**config.mk**
```make
export PLATFORM = sky130hd
export DESIGN_NAME = mux_bus_seq
export DESIGN_NICKNAME = d
export VERILOG_FILES = /design/src/rtl/mbs_pkg.sv /design/src/rtl/mbs_tstate.sv /design/src/rtl/mbs_strobes.sv /design/src/rtl/mbs_reqreg.sv /design/src/rtl/mux_bus_seq.sv
export SDC_FILE = /design/constraint.sdc
export NUM_CORES = 1
export LEC_CHECK = 0
export BUFFER_PORTS_ARGS = -buffer_cell sky130_fd_sc_hd__buf_2
export CAP_MARGIN = 40
export CELL_PAD_IN_SITES_DETAIL_PLACEMENT = 1
export CELL_PAD_IN_SITES_GLOBAL_PLACEMENT = 2
export CORE_ASPECT_RATIO = 1.25
export CORE_MARGIN = 2
export CORE_UTILIZATION = 31
export CTS_CLUSTER_SIZE = 10
export DETAILED_ROUTE_END_ITERATION = 16
export HOLD_SLACK_MARGIN = 0.1
export PLACE_DENSITY = 0.76
export SETUP_SLACK_MARGIN = 0.4
export SLEW_MARGIN = 5
export SYNTH_ARGS = -nofsm -noshare
export SYNTH_HDL_FRONTEND = slang
export SYNTH_HIERARCHICAL = 1
export SYNTH_SLANG_ARGS = --single-unit
```
**constraint.sdc**
```tcl
create_clock -name clk -period 2.55 [get_ports clk]
set_clock_uncertainty 0.2 [all_clocks]
set_input_delay 0.1275 -clock clk [delete_from_list [all_inputs] [get_ports clk]]
set_output_delay 0.1275 -clock clk [all_outputs]
set_load 0.1 [all_outputs]
```
**src/rtl/mbs_pkg.sv**
```systemverilog
package mbs_pkg;

  typedef enum logic [2:0] {
    S_IDLE = 3'd0,
    S_T1   = 3'd1,
    S_T2   = 3'd2,
    S_T3   = 3'd3,
    S_TW   = 3'd4,
    S_T4   = 3'd5
  } tstate_e;

  typedef struct packed {
    logic ale;
    logic drive_addr;
    logic drive_data;
    logic rd;
    logic wr;
    logic den;
  } strobe_s;

endpackage

```
**src/rtl/mbs_tstate.sv**
```systemverilog
module mbs_tstate
  import mbs_pkg::*;
(
  input  logic    clk,
  input  logic    rst_n,
  input  logic    start,
  input  logic    ready,
  output tstate_e state,
  output logic    ph,
  output logic    cap_en,
  output logic    done
);

  tstate_e state_nxt;
  logic    ph_nxt;
  logic    adv_en;

  // state advances only while a cycle is running or one is starting
  assign adv_en = (state != S_IDLE) || start;

  always_comb begin
    state_nxt = state;
    ph_nxt    = ph;
    if (state == S_IDLE) begin
      ph_nxt = 1'b0;
      if (start) state_nxt = S_T1;
    end else begin
      ph_nxt = ~ph;
      if (ph) begin
        unique case (state)
          S_T1:       state_nxt = S_T2;
          S_T2:       state_nxt = S_T3;
          S_T3, S_TW: state_nxt = ready ? S_T4 : S_TW;
          S_T4:       state_nxt = S_IDLE;
          default:    state_nxt = S_IDLE;
        endcase
      end
    end
  end

  always_ff @(posedge clk or negedge rst_n) begin
    if (!rst_n) begin
      state <= S_IDLE;
      ph    <= 1'b0;
    end else if (adv_en) begin
      state <= state_nxt;
      ph    <= ph_nxt;
    end
  end

  assign cap_en = ((state == S_T3) || (state == S_TW)) && ph && ready;
  assign done   = (state == S_T4) && ph;

endmodule

```
**src/rtl/mbs_strobes.sv**
```systemverilog
module mbs_strobes
  import mbs_pkg::*;
(
  input  tstate_e state,
  input  logic    ph,
  input  logic    write,
  output strobe_s stb
);

  logic in_t1, in_t2, in_mid, in_t4a, body;

  always_comb begin
    in_t1  = (state == S_T1);
    in_t2  = (state == S_T2);
    in_mid = (state == S_T3) || (state == S_TW);
    in_t4a = (state == S_T4) && !ph;
    body   = in_t2 || in_mid || in_t4a;

    stb.ale        = in_t1 && !ph;
    stb.drive_addr = in_t1;
    stb.drive_data = write && body;
    stb.rd         = !write && ((in_t2 && ph) || in_mid || in_t4a);
    stb.wr         = write && body;
    stb.den        = (in_t2 && (write || ph)) || in_mid || in_t4a;
  end

endmodule

```
**src/rtl/mbs_reqreg.sv**
```systemverilog
module mbs_reqreg #(
  parameter int ADDR_W = 20,
  parameter int DATA_W = 16
) (
  input  logic              clk,
  input  logic              rst_n,
  input  logic              load,
  input  logic              cap_en,
  input  logic              in_write,
  input  logic              in_mem,
  input  logic [ADDR_W-1:0] in_addr,
  input  logic              in_word,
  input  logic [DATA_W-1:0] in_wdata,
  input  logic [DATA_W-1:0] bus_in,
  output logic              r_write,
  output logic              r_mem,
  output logic [ADDR_W-1:0] r_addr,
  output logic              r_word,
  output logic [DATA_W-1:0] r_wdata,
  output logic [DATA_W-1:0] rdata
);

  always_ff @(posedge clk or negedge rst_n) begin
    if (!rst_n) begin
      r_write <= 1'b0;
      r_mem   <= 1'b0;
      r_addr  <= '0;
      r_word  <= 1'b0;
      r_wdata <= '0;
    end else if (load) begin
      r_write <= in_write;
      r_mem   <= in_mem;
      r_addr  <= in_addr;
      r_word  <= in_word;
      r_wdata <= in_wdata;
    end
  end

  always_ff @(posedge clk or negedge rst_n) begin
    if (!rst_n) begin
      rdata <= '0;
    end else if (cap_en && !r_write) begin
      rdata <= bus_in;
    end
  end

endmodule

```
**src/rtl/mux_bus_seq.sv**
```systemverilog
module mux_bus_seq
  import mbs_pkg::*;
#(
  parameter int ADDR_W = 20,
  parameter int DATA_W = 16
) (
  input  logic              clk,
  input  logic              rst_n,
  input  logic              req_valid,
  input  logic              req_write,
  input  logic              req_mem,
  input  logic [ADDR_W-1:0] req_addr,
  input  logic              req_word,
  input  logic [DATA_W-1:0] req_wdata,
  output logic              req_ready,
  input  logic              ready,
  input  logic [DATA_W-1:0] ad_in,
  output logic [ADDR_W-1:0] ad_out,
  output logic              ad_oe,
  output logic              ale,
  output logic              m_io,
  output logic              rd_n,
  output logic              wr_n,
  output logic              dt_r,
  output logic              den_n,
  output logic              bhe_n,
  output logic [DATA_W-1:0] rdata,
  output logic              done
);

  localparam int HI_W = ADDR_W - DATA_W;

  tstate_e           state;
  logic              ph, cap_en, start, active, a0;
  strobe_s           stb;
  logic              r_write, r_mem, r_word;
  logic [ADDR_W-1:0] r_addr;
  logic [DATA_W-1:0] r_wdata;

  assign req_ready = (state == S_IDLE);
  assign start     = req_valid && req_ready;
  assign active    = !req_ready;

  mbs_tstate u_tstate (
    .clk    (clk),
    .rst_n  (rst_n),
    .start  (start),
    .ready  (ready),
    .state  (state),
    .ph     (ph),
    .cap_en (cap_en),
    .done   (done)
  );

  mbs_reqreg #(.ADDR_W(ADDR_W), .DATA_W(DATA_W)) u_reqreg (
    .clk      (clk),
    .rst_n    (rst_n),
    .load     (start),
    .cap_en   (cap_en),
    .in_write (req_write),
    .in_mem   (req_mem),
    .in_addr  (req_addr),
    .in_word  (req_word),
    .in_wdata (req_wdata),
    .bus_in   (ad_in),
    .r_write  (r_write),
    .r_mem    (r_mem),
    .r_addr   (r_addr),
    .r_word   (r_word),
    .r_wdata  (r_wdata),
    .rdata    (rdata)
  );

  mbs_strobes u_strobes (
    .state (state),
    .ph    (ph),
    .write (r_write),
    .stb   (stb)
  );

  // word transfers always start on the even byte
  assign a0 = r_addr[0] && !r_word;

  always_comb begin
    ad_out = '0;
    if (stb.drive_addr) begin
      ad_out = {r_addr[ADDR_W-1:1], a0};
    end else if (stb.drive_data) begin
      ad_out = {{HI_W{1'b0}}, r_wdata};
    end
  end

  assign ad_oe = stb.drive_addr || stb.drive_data;
  assign ale   = stb.ale;
  assign rd_n  = !stb.rd;
  assign wr_n  = !stb.wr;
  assign den_n = !stb.den;
  assign m_io  = active && r_mem;
  assign dt_r  = active && r_write;
  assign bhe_n = !(active && (r_word || r_addr[0]));

endmodule


```
==> flow_summary.toml <==
[run_status]
status = "completed"

[global_route]
grt_overflow_total = 0
grt_pass1_wl_um = 13030
grt_pass1_vias = 2564
grt_usage_pct = 18.19
grt_max_degree = 42
antenna_found_initial = 0

[synthesis]
yosysSeqAreaShare_pct = 54.43
synth_area_leaders = "dfrtp_1 54%, mux2_2 19%, mux2_4 5.5%, a22o_1 4.5%, buf_6 1.7%"
ys_async_sr_fraction_pct = 100.0
synth_mux_area_share_pct = 24.22
synth-seq-cells = 59
yosysTopAreaCell = "dfrtp_1"
synth.most_common_cell = "dfrtp_1"
ys_warn_count = 6
synth_edf_count = 0
synth_area_per_cell_um2 = 13.91
synthCells = 195
yosys.area_share.adder_pct = 0
synth_compound_area_share_pct = 9.502
synth_top_area_share_pct = 54.43
synth.distinct_cells = 33
yosys.area_share.simple_pct = 7.472
synthTopCellsByCount = "59 x dfrtp_1, 45 x mux2_2, 14 x a22o_1, 10 x mux2_4, 10 x nand2_1"
synth_ff_type = "dfrtp_1"
synth_top_family_by_area = "multiplexers"
synth_nets = 254
syn_area_um2 = 2713
synthXorXnorAreaFrac_pct = 0

[setup_path]
cp_num_buf_inv = 4
path_delay_family = "buffers and inverters"
critPathSlowestCell = "dfrtp_2"
critPathKind = "register to primary output"
slowest_delay_ns = 0.44
arrival_ns = 1.89
critPathMaxFanout = 7
critical_path_required_ns = 2.22
critPathLaunchType = "register"
endpoint_kind = "primary output"
path_cells = "buf_6, nor3b_4, buf_12, nor2b_4, buf_6, a22o_4, buf_12"

[timing]
relSlewSlack_pct = 66.16
tns_ns = 0
post-route-period-util_pct = 86.94
final.min_clock_period_ns = 2.217
fmax_mhz = 451.1
tightestPinTransition_ns = 0.5111
final_max_slew_viol_count = 0
finalSetupViolCount = 0
hold_viol_final = 0
rsz0062_at_grt = "yes"
postLayoutSetupSlackWorst_ns = 0.3330
holdWs_ns = 0.1445

[floorplan]
placementRows = 38
core_area_um2 = 8606
start_util_pct = 31.52
io_pins = 105
die_w_um = 87.67
fp.dieH_um = 108.6
die_area_um2 = 9519

[clocking]
path_clk_slew_ns = 0.08
cts_num_sinks = 59
clock_latency_ns = 0.32
cts_tree = "yes"
cts-root-buf = "clkbuf_8"
cts.path.max_buffers = 2
cts_buffers = 9
htreeDepth = 3

[routing]
route.met2.wl_um = 4753
routed_wl_um = 8215
wirelength_met1_um = 3085
drt_iter0_drc = 51
avgViaCountPerCell = 4.478
wire_per_inst_um = 16.36
dr_wl_met3_um = 241
remaining_drc_errors = 0
vias = 2248
top_layer = "met4"
drtAntennaViolNets = 0
dr.pass1.iters = 4

[placement]
io_buffer_count = 104
pre_cts_slack_ns = 0.2226
place.gp.congestion = 0.7326
dpl.hpwl_um = 4991

[flow_run]
drv_cap = 0

[final_layout]
diodes = 0
area_delta_synth_final_pct = 76.80
fillers = 850
nNetsFinal = 436
drive_gt1_share_pct = 61.52

[hold_path]
hp-class = "input port to async pin"
[registers in the layout, summed over array words and instances (netlist names)]
register          count
u_reqreg/r_write      1
u_reqreg/r_word       1
u_reqreg/r_addr      20
u_reqreg/rdata       16
u_tstate/state        3
u_reqreg/r_wdata     16
u_tstate/ph           1
u_reqreg/r_mem        1
[cell type report]
class | instances | area, um^2 | share of cell area (%)
clock inverters | 5 | 37.54 | 0.7827
well taps | 120 | 150.1 | 3.131
inverters | 5 | 18.77 | 0.3913
clock buffers | 11 | 151.4 | 3.157
multi-input cells | 118 | 1326 | 27.65
flip-flops and latches | 59 | 1479 | 30.84
repair buffers | 184 | 1633 | 34.05
[placed cells by master, fill, tap and decap left out, drive strengths merged, types with 4 or more instances in the layout]
cell type and instances:
dlygate4sd3 57, mux2 55, nand2 10, inv 5, and2 5, nor2b 4, buf 126, a22o 14
dfrtp 59, clkbuf 12, o21ai 7
[layer usage]
layer,vias to the layer above,GRT usage [%]
met5,-,0
met4,0,6.703
met3,9,3.282
met2,57,34.58
met1,1127,19.60
li1,1055,-
[metrics by stage]
step | area (um^2) | util, % | instances
6_report | 4796 | 55.73 | 502
5_1_grt | 4796 | 55.73 | 502
4_1_cts | 4669 | 54.26 | 499
3_5_place_dp | 3685 | 42.82 | 414
3_3_place_gp | 3685 | 42.82 | 414
2_1_floorplan | 2815 | - | 195
[repair_timing]
| item | CTS | global route |
|---|---|---|
| gates resized for setup | 23 | 24 |
| hold buffers | 57 | 0 |
| pin swaps | 3 | 3 |
| setup endpoints to repair | 24 | 27 |
| endpoints found under the hold margin | 115 | 0 |
| buffers inserted | 11 | 3 |
| gates cloned | 1 | 0 |
[tightest hold or removal path, stage by stage]
cell           delay (ns)
dlygate4sd3_1        0.52
buf_2                0.11
buf_4                0.31
[worst paths after layout]
kind                                startpoint                  end  slack, ns  depth (start not counted)
max in group asynchronous                rst_n    u_tstate/state[1]       1.59                          3
max reg2reg                  u_tstate/state[0]   u_reqreg/r_addr[5]       0.49                          5
min reg2reg                u_reqreg/r_addr[17]  u_reqreg/r_addr[17]       0.31                          1
min                                      rst_n  u_reqreg/r_addr[10]       0.14                          3
min in group clk                     req_valid     u_reqreg/r_write       0.29                          4
max                          u_tstate/state[1]           ad_out[12]       0.33                          7
[logic make-up (layout without fill, tap and decap cells)]
kind of cell	after synthesis	after routing
DFF	59	59
AOI/OAI and AO/OA	31	31
buffers and inverters	18	205
and+or+nand+nor	32	32
muxes	55	55
Power is not shown: default switching activity piles up to over one toggle a cycle in this logic, so the estimate is an artifact.
